==> src/rtl/brg_pkg.sv <==
package brg_pkg;
  localparam int CTRL_W  = 32;
  localparam int EN_BIT  = 31;
  localparam int PRE_BIT = 30;
endpackage

==> src/rtl/brg_half_rate.sv <==
module brg_half_rate (
  input  logic clk,
  input  logic rst,
  output logic tick
);
  always_ff @(posedge clk) begin
    if (rst) tick <= 1'b0;
    else     tick <= ~tick;
  end

  // the step enable alternates every system-clock cycle
  p_tick_alt_r2: assert property (@(posedge clk) disable iff (rst) tick |=> !tick);
  p_tick_ret_r2: assert property (@(posedge clk) disable iff (rst) !tick |=> tick);
endmodule

==> src/rtl/brg_cfg_regs.sv <==
module brg_cfg_regs #(
  parameter int NUM_GEN = 16,
  parameter int DIV_W   = 12,
  parameter int IDX_W   = 4
) (
  input  logic                      clk,
  input  logic                      rst,
  input  logic                      wr_en,
  input  logic [IDX_W-1:0]          wr_idx,
  input  logic [brg_pkg::CTRL_W-1:0] wr_data,
  output logic [NUM_GEN-1:0]        en,
  output logic [NUM_GEN-1:0]        pre_sel,
  output logic [NUM_GEN-1:0][DIV_W-1:0] div,
  output logic [NUM_GEN-1:0]        load
);
  for (genvar g = 0; g < NUM_GEN; g++) begin : g_word
    assign load[g] = wr_en && (wr_idx == IDX_W'(g));

    always_ff @(posedge clk) begin
      if (rst) begin
        en[g]      <= 1'b0;
        pre_sel[g] <= 1'b0;
        div[g]     <= '0;
      end else if (load[g]) begin
        en[g]      <= wr_data[brg_pkg::EN_BIT];
        pre_sel[g] <= wr_data[brg_pkg::PRE_BIT];
        div[g]     <= wr_data[DIV_W-1:0];
      end
    end
  end

  // at most one word is written per cycle
  p_one_write_r8: assert property (@(posedge clk) disable iff (rst) $onehot0(load));
endmodule

==> src/rtl/brg_channel.sv <==
module brg_channel #(
  parameter int DIV_W     = 12,
  parameter int PRE_RATIO = 16
) (
  input  logic             clk,
  input  logic             rst,
  input  logic             tick,
  input  logic             en,
  input  logic             pre_sel,
  input  logic [DIV_W-1:0] div,
  input  logic             load,
  output logic             out
);
  localparam int PRE_W = (PRE_RATIO > 1) ? $clog2(PRE_RATIO) : 1;
  localparam logic [PRE_W-1:0] PRE_LAST = PRE_W'(PRE_RATIO - 1);

  logic [DIV_W-1:0] cnt;
  logic [PRE_W-1:0] pcnt;
  logic             pend;
  logic             step;

  assign step = !pre_sel || (pcnt == PRE_LAST);

  always_ff @(posedge clk) begin
    if (rst) begin
      cnt  <= '0;
      pcnt <= '0;
      out  <= 1'b0;
      pend <= 1'b0;
    end else begin
      if (!en) begin
        cnt  <= '0;
        pcnt <= '0;
        out  <= 1'b0;
        pend <= 1'b0;
      end else if (tick) begin
        if (pend) begin
          cnt  <= '0;
          pcnt <= '0;
          out  <= 1'b0;
          pend <= 1'b0;
        end else begin
          if (pre_sel) pcnt <= (pcnt == PRE_LAST) ? '0 : pcnt + 1'b1;
          if (step) begin
            if (cnt == div) begin
              cnt <= '0;
              out <= ~out;
            end else begin
              cnt <= cnt + 1'b1;
            end
          end
        end
      end
      if (load) pend <= 1'b1;
    end
  end

  // a disabled source drives low
  p_off_low_r3: assert property (@(posedge clk) disable iff (rst) !en |=> !out);
  // no output change between steps while enabled
  p_hold_between_r2: assert property (@(posedge clk) disable iff (rst)
    (en && !tick) |=> $stable(out));
  // counter never passes the terminal value between writes
  p_cnt_bound_r4: assert property (@(posedge clk) disable iff (rst)
    (en && !pend) |-> (cnt <= div));
  // prescaler idle when not selected
  p_pre_idle_r5: assert property (@(posedge clk) disable iff (rst)
    (en && !pend && !pre_sel) |-> (pcnt == '0));
  // a pending reload clears everything on the step
  p_reload_r7: assert property (@(posedge clk) disable iff (rst)
    (en && tick && pend && !load) |=> (cnt == '0 && pcnt == '0 && !out));
endmodule

==> src/rtl/brg_bank.sv <==
module brg_bank #(
  parameter int NUM_GEN   = 16,
  parameter int DIV_W     = 12,
  parameter int PRE_RATIO = 16,
  parameter int IDX_W     = $clog2(NUM_GEN)
) (
  input  logic                       clk,
  input  logic                       rst,
  input  logic                       wr_en,
  input  logic [IDX_W-1:0]           wr_idx,
  input  logic [brg_pkg::CTRL_W-1:0] wr_data,
  output logic [NUM_GEN-1:0]         gen_out
);
  logic                          tick;
  logic [NUM_GEN-1:0]            en;
  logic [NUM_GEN-1:0]            pre_sel;
  logic [NUM_GEN-1:0][DIV_W-1:0] div;
  logic [NUM_GEN-1:0]            load;

  brg_half_rate u_half (
    .clk  (clk),
    .rst  (rst),
    .tick (tick)
  );

  brg_cfg_regs #(
    .NUM_GEN (NUM_GEN),
    .DIV_W   (DIV_W),
    .IDX_W   (IDX_W)
  ) u_cfg (
    .clk     (clk),
    .rst     (rst),
    .wr_en   (wr_en),
    .wr_idx  (wr_idx),
    .wr_data (wr_data),
    .en      (en),
    .pre_sel (pre_sel),
    .div     (div),
    .load    (load)
  );

  for (genvar g = 0; g < NUM_GEN; g++) begin : g_src
    brg_channel #(
      .DIV_W     (DIV_W),
      .PRE_RATIO (PRE_RATIO)
    ) u_ch (
      .clk     (clk),
      .rst     (rst),
      .tick    (tick),
      .en      (en[g]),
      .pre_sel (pre_sel[g]),
      .div     (div[g]),
      .load    (load[g]),
      .out     (gen_out[g])
    );
  end

  // outputs low in the cycle after reset
  p_reset_low_r1: assert property (@(posedge clk) rst |=> (gen_out == '0));
endmodule

==> config.mk <==
export PLATFORM = sky130hd
export DESIGN_NAME = brg_bank
export DESIGN_NICKNAME = d
export VERILOG_FILES = /design/src/rtl/brg_pkg.sv /design/src/rtl/brg_half_rate.sv /design/src/rtl/brg_cfg_regs.sv /design/src/rtl/brg_channel.sv /design/src/rtl/brg_bank.sv
export SDC_FILE = /design/constraint.sdc
export NUM_CORES = 1
export LEC_CHECK = 0
export BUFFER_PORTS_ARGS = -buffer_cell sky130_fd_sc_hd__buf_2
export CORE_ASPECT_RATIO = 1.25
export CORE_MARGIN = 5
export CORE_UTILIZATION = 35
export CTS_BUF_LIST = sky130_fd_sc_hd__clkbuf_16
export DETAILED_ROUTE_END_ITERATION = 12
export MAX_ROUTING_LAYER = met4
export SYNTH_ARGS = -nofsm -noshare
export SYNTH_HDL_FRONTEND = slang
export SYNTH_HIERARCHICAL = 1
export SYNTH_SLANG_ARGS = --single-unit
==> constraint.sdc <==
create_clock -name clk -period 2.3 [get_ports clk]
set_input_delay 0.115 -clock clk [delete_from_list [all_inputs] [get_ports clk]]
set_output_delay 0.115 -clock clk [all_outputs]
set_load 0.02 [all_outputs]
==> summary.md, run 1 <==
| Metric | Value |
|---|---|
| Status | `complete, no violations` |
| FP Rows | `113` |
| Yosys warns | `6` |
| Peak VDD IR | `0.3391 mV` |
| Layout cells sized above 1 | `8.407%` |
| Fill count | `7598` |
| Worst Path Arrival | `2440 ps` |
| Fin nets | `3316` |
| Worst r2r src | `g_src[6].u_ch/cnt[7]` |
| First-pass GRT wire length | `109700 um` |
| Antenna-violating nets left | `0` |
| H-Tree Depth | `2` |
| Core area | `76210 um2` |
| Hold buffer count at CTS | `15` |
| CP peak stage delay | `480 ps` |
| Clock sinks | `513` |
| Synth Area in Compound Gates | `11.89%` |
| Hold Crit Class | `in2reg` |
| Min Tclk post-route | `1936 ps` |
| Syn nets | `3281` |
| Placed Area | `28430 um2` |
| Top FF cell, synth | `dfxtp_1` |
| Crit start category | `flip-flop` |
| Worst-Margin Slew | `847.9 ps` |
| Post-synth EDFFs | `0` |
| Worst hold stages | `5` |
| Leak Pwr | `13.77 nW` |
| Count of state elements after synthesis | `513` |
| Critical Path RT | `2800 ps` |
| Clock buffer depth | `3` |
| Layout area overhead | `11.87%` |
| Initial antenna violation count | `0` |
| Register-to-Register Path Depth | `5` |
| Syn avg cell area | `8.390 um2` |
| Final hold violations | `0` |
| Clock root cell | `clkbuf_16` |
| Crit-path cells | `xor2_1, nor4_1, nand3_2, or4_1, a31oi_1` |
| Via density per instance | `5.387` |
| Post-DP HPWL | `43350 um` |
| Power Total | `18.22 mW` |
| Pin count of the biggest net entering global routing | `57` |
| Total CTS buffers | `53` |
| Post-synthesis mux area share | `7.284%` |
| Post-synthesis async set-or-reset flop share | `0%` |
| M2 GR Usage | `26.63%` |
| Clock-pin transition on the worst setup and hold timing paths | `60 ps` |
| Gr ovfl total | `0` |
| Slew Limit Fails | `0` |
| Critical Path Source | `g_src[6].u_ch/cnt[7]` |
| RR Endpoint | `g_src[6].u_ch/out` |
| DRC Markers | `0` |
| Sequential share of the synthesized area | `38.13%` |
| I/O Pins | `55` |
| RSZ-0062 raised after global routing | `false` |
| IO Port Bufs | `36` |
| Slowest library cell on the worst path | `or4_1` |
| Crit path max fanout | `7` |
| Post-synthesis cell type count | `40` |
| Initial DRC Count | `1536` |
| Max-slew headroom | `43.47%` |
| Final setup fails | `0` |
| Critical path destination | `g_src[6].u_ch/out` |
| Initial Util | `35.34%` |
| Later-pin clock latency in the skew report | `590 ps` |
| Synth Area in XOR/XNOR | `6.244%` |
| TNS Setup | `0 ps` |
| Gate Count Post-Synth | `3210` |
| Max cap viols | `0` |
| Met3 global-route usage | `2.290%` |
| Flop2flop setup slack | `360 ps` |
| Wire length per cell | `16.00 um` |
| Final period util | `84.17%` |
| ANT cells | `0` |
| CTS resizes | `0` |
| Setup crit end kind | `flip-flop` |
| Full die area | `82630 um2` |
| Most Crowded Layer GR | `met2` |
| Main combinational cell family by area after synthesis | `simple AND/OR/NAND/NOR gates` |
| DRT Wirelength | `68150 um` |
| Cell area after synthesis | `26930 um2` |
| Critical path class | `reg2reg` |
| Gp weighted congestion | `0.8085` |
| Layout Skew | `18.07 ps` |
| Total GRT Usage | `16.10%` |
| Pre-antenna DRT Iters | `5` |
| GR Layer Usage met1 | `20.99%` |
| CTS tree | `done` |
| Synth Area in Simple Gates | `30.83%` |
| Synth Area in Adders | `1.487%` |
| Die height | `320.1 um` |
| Max Fclk | `516.5 MHz` |
| Vias in the first global route | `20872` |
| Vias | `22947` |
| Final instance area | `30130 um2` |
| Chip Width | `258.1 um` |
| Cell Pwr Density | `604.8 nW/um2` |
| Postcts setup bufs | `0` |
## metal layers
metal / routed length (um) / share of wire, %
met4: 1430 / 2.1
met5: 0 / 0
met3: 2450 / 3.6
met1: 31830 / 47
met2: 32430 / 48
## sequential cells by signal, summed over array words and instances (netlist names)
signal	cells
g_src.u_ch/cnt	192
g_src.u_ch/out	16
g_src.u_ch/pcnt	64
g_src.u_ch/pend	16
u_cfg/div	192
u_cfg/en	16
u_cfg/pre_sel	16
u_half/tick	1
## metrics by stage
step | setup slack [ps] | hold WS (ps) | cells | util (%)
5_1_grt | 248.3 | 97.47 | 4260 | 39.54
2_1_floorplan | 573.2 | 181.7 | 3210 | -
4_1_cts | 370.0 | 70.83 | 4260 | 39.54
3_3_place_gp | 433.7 | 386.6 | 4152 | 37.31
6_report | 364.0 | 106.8 | 4260 | 39.54
3_5_place_dp | 385.5 | 390.1 | 4152 | 37.31
## synth_stat cells, types with 19 or more instances
cell,n,area share [%]
nand3_1,239,4.4
nand3_2,19,0.71
inv_1,47,0.66
nor2_1,147,2.0
nand2_1,290,4.0
a2bb2oi_1,32,1.0
buf_6,19,0.79
dfxtp_1,513,38
a22oi_1,48,1.3
a21oi_1,126,2.3
nand2b_1,243,5.6
nand4_1,64,1.5
nor2b_1,48,1.1
a31oi_1,80,1.9
o21ai_0,72,1.3
nor3_1,96,1.8
o21ai_1,66,1.2
clkbuf_1,157,2.2
and3_1,145,3.4
nor4_1,96,2.2
o211ai_1,32,0.89
xor2_1,192,6.2
o21a_1,32,0.89
mux2i_1,196,7.3
ha_1,32,1.5
nor3b_1,32,0.89
## worst max-delay path: cells and delay by family, from the launching register on
family / cells / cell delay, ps
AOI/OAI and AO/OA: 1 / 170
xor gates and xnor gates: 1 / 110
DFF: 1 / 460
and+or+nand+nor: 3 / 1110
## cell usage in the layout (no fill, tap or decap), types with 120 or more instances in the layout
cell type,count
dfxtp_1,512
nand2_1,290
nand2b_1,243
nand3_1,239
mux2i_1,196
xor2_1,192
nor2_1,147
and3_1,145
a21oi_1,126
buf_4,120
## power breakdown
part	switching (mW)	internal (mW)	total, mW	leakage [nW]
logic	0.841	0.415	1.26	8.82
registers	0.0536	8.94	8.99	4.14
clock network	3.60	4.37	7.97	0.810
## area by class of cell
type,count,area [um2],area share [%]
multi-input cells,2453,15550,51.61
flip-flops and latches,513,10270,34.10
repair buffers,177,1358,4.506
clock buffers,53,1326,4.402
well taps,977,1222,4.057
clock inverters,40,222.7,0.7392
inverters,47,176.4,0.5855
## logic make-up after synthesis
logic type | count (synthesis)
AOI/OAI and AO/OA | 520
buffers and inverters | 244
muxes | 196
and+or+nand+nor | 1513
DFF | 513
adders and majority gates | 32
xor gates and xnor gates | 192
## worst min path at each step
stage,end,startpoint
2_1_floorplan,u_half/tick,rst
3_3_place_gp,u_cfg/en[2],wr_data[31]
3_5_place_dp,u_cfg/pre_sel[2],wr_data[30]
4_1_cts,u_cfg/div[32],wr_idx[3]
5_1_grt,u_cfg/pre_sel[2],wr_idx[3]
6_report,u_cfg/div[25],wr_idx[3]
Note: power is estimated with default switching activity, not from simulation.
==> inputs of run 2 (changes only) <==
Clock period 2.3 ns to 1.7 ns, I/O delays scaled along.
==> run 2 against run 1 <==
  * The run now ends with setup timing left
  * Utilization increased by 4.2 points
  * Setup slack worse by 390 ps
  * Via count up 4.6%
  * Clock skew increased by 12 ps
  * Design area grew 11%
  * Total power grew 48%
  * Final cell count grew 7.1%
  * Sequential cell count unchanged
  * Global-route usage increased by 0.89 points
  * Combinational power increased by 56%
  * First-iteration DRC count decreased by 5.3%
  * Fmax grew 12%
==> summary.md, run 2 (synthesis results as in run 1) <==
| Metric | Value |
|---|---|
| Status | `finished with violations` |
| Failing checks | `setup timing` |
| Via density per instance | `5.262` |
| Antenna-violating nets left | `0` |
| Clock buffer depth | `3` |
| Layout area overhead | `23.71%` |
| CP peak stage delay | `500 ps` |
| Leak Pwr | `15.62 nW` |
| FP Rows | `113` |
| Vias | `24000` |
| Sequential share of power | `45.1%` |
| RR Endpoint | `g_src[9].u_ch/out` |
| Top Registers | `g_src.u_ch/cnt: 192 flops, u_cfg/div: 192 flops, g_src.u_ch/pcnt: 64 flops` |
| Clock sinks | `513` |
| Power Total | `26.93 mW` |
| Pin count of the biggest net entering global routing | `42` |
| Commonest non-fill, non-tap cell in the layout | `dfxtp_1` |
| Critical path destination | `g_src[9].u_ch/out` |
| Gr ovfl total | `0` |
| Initial DRC Count | `1455` |
| CTS tree | `done` |
| Total GRT Usage | `16.98%` |
| H-Tree Depth | `2` |
| Final setup fails | `3` |
| Switching portion of total power | `23.73%` |
| Vias in the first global route | `22703` |
| Chip Width | `258.1 um` |
| Max-slew headroom | `58.33%` |
| Layout cells sized above 1 | `18.62%` |
| Slew Limit Fails | `0` |
| Family with the most delay on the worst path | `simple AND/OR/NAND/NOR gates` |
| Fin nets | `3609` |
| RSZ-0062 raised after global routing | `true` |
| Max cap viols | `0` |
| CP Buf/Inv Count | `1` |
| Cell-internal power | `20.54 mW` |
| Setup crit end kind | `flip-flop` |
| Most frequent cells in the layout | `478 x dfxtp_1, 379 x buf_4, 290 x nand2_1, 243 x nand2b_1, 239 x nand3_1` |
| Worst Setup Slack, final | `-25.69 ps` |
| Initial antenna violation count | `0` |
| Slowest library cell on the worst path | `or4_4` |
| Worst r2r src | `g_src[9].u_ch/cnt[5]` |
| Min Tclk post-route | `1726 ps` |
| IO Port Bufs | `36` |
| Max Fclk | `579.5 MHz` |
| Wire length per cell | `15.68 um` |
| Crit-path cells | `xor2_1, nor4_2, buf_4, nand3_2, or4_4, a31oi_1` |
| Initial Util | `35.34%` |
| First-pass GRT wire length | `116000 um` |
| Critical Path Source | `g_src[9].u_ch/cnt[5]` |
| Pre-antenna DRT Iters | `5` |
| Critical path class | `reg2reg` |
| Final period util | `101.5%` |
| Clock root cell | `clkbuf_16` |
| Layout Skew | `30.18 ps` |
| Crit path max fanout | `2` |
| DRC Markers | `0` |
| Flop2flop setup slack | `-30 ps` |
| Peak VDD IR | `0.6302 mV` |
| Full die area | `82630 um2` |
| Post-DP HPWL | `46940 um` |
| Die height | `320.1 um` |
| Crit start category | `flip-flop` |
| Clock power frac | `47.6%` |
| Comb pwr share | `7.3%` |
| Critical Path RT | `2220 ps` |
| Later-pin clock latency in the skew report | `610 ps` |
| Core area | `76210 um2` |
| Hold Crit Class | `in2reg` |
| Hold_ws | `56.88 ps` |
| Switch Pwr | `6.390 mW` |
| Register-to-Register Path Depth | `6` |
| Gp weighted congestion | `0.8456` |
| Worst-Margin Slew | `625.0 ps` |
| Critical Path Stages | `6` |
| Cell Pwr Density | `808.3 nW/um2` |
| Worst Path Arrival | `2250 ps` |
| Total CTS buffers | `55` |
| I/O Pins | `55` |
| Final hold violations | `0` |
| Clock-pin transition on the worst setup and hold timing paths | `60 ps` |
| DRT Wirelength | `71520 um` |
[run 2: cell count changes in the layout (fill, tap and decap cells not counted), moves of 5 or more]
cell,delta
ha_1,-6
dfxtp_1,-34
dfxtp_2,+34
buf_12,+22
nor4_1,-20
o21ai_2,+11
bufinv_16,+10
and3_1,-5
nor4_2,+20
buf_4,+259
buf_6,+8
o21ai_1,-10
[run 2: area by class of cell]
class,count,area (um2)
Inverter,47,176.4
Clock inverter,47,536.8
Multi-Input combinational cell,2453,15810
Sequential cell,513,10320
Clock buffer,55,1376
Tap cell,977,1222
Antenna cell,1,2.502
Fill cell,7349,42890
Timing Repair Buffer,468,3882
[run 2: per-stage QoR]
stage / setup TNS, ps / setup WS, ps / utilization (%) / cell area (um2) / std cells
floorplan: -428.1 / -26.81 / - / 26930 / 3210
global placement: -506.9 / -125.4 / 40.44 / 30820 / 4433
detailed placement: -784.5 / -150.1 / 40.44 / 30820 / 4433
CTS: -121.1 / -64.58 / 43.27 / 32980 / 4551
global route: -989.4 / -125.8 / 43.72 / 33320 / 4560
finish: -32.76 / -25.69 / 43.72 / 33320 / 4561
[run 2: routing by layer]
layer	share of wire (%)	global-route usage, %	vias to the layer above	wire, um
li1	-	-	12205	-
met1	46	21.49	11418	32580
met2	49	29.44	296	35270
met3	3.5	2.030	81	2478
met4	1.7	3.501	0	1185
met5	0	-	-	0
[run 2: worst min path at each step]
stage / start / to / slack (ps) / cells past startpoint
2_1_floorplan: rst / u_half/tick / 150 / 1
4_1_cts: wr_idx[3] / u_cfg/en[2] / 20 / 5
3_5_place_dp: wr_data[9] / u_cfg/div[33] / 370 / 3
6_report: wr_idx[3] / u_cfg/en[2] / 60 / 5
5_1_grt: wr_idx[2] / u_cfg/pre_sel[2] / 80 / 5
3_3_place_gp: wr_data[6] / u_cfg/div[30] / 370 / 3
[run 2: repair_timing]
item | 4_1_cts | 5_1_grt
pin swaps | 27 | 23
gates cloned | 0 | 2
endpoints found under the setup margin | 17 | 88
gates resized for setup | 23 | 74
hold endpoints to repair | 47 | 0
hold buffers | 15 | 0
setup buffers | 1 | 7
[run 2: worst min-delay path: stages]
cell and delay, ps:
buf_2 130, nor3b_4 60, buf_4 190, nand3_1 90, a21oi_1 50
[run 2: power groups by stage]
stage / clock (mW) / sequential [mW] / combinational [mW]
after floorplan: 0 / 12.4 / 1.03
after global placement: 0 / 12.4 / 1.84
after detailed placement: 0 / 12.4 / 1.84
after CTS: 13.2 / 12.2 / 1.88
after global routing: 13.6 / 12.2 / 2.10
final: 12.8 / 12.2 / 1.97
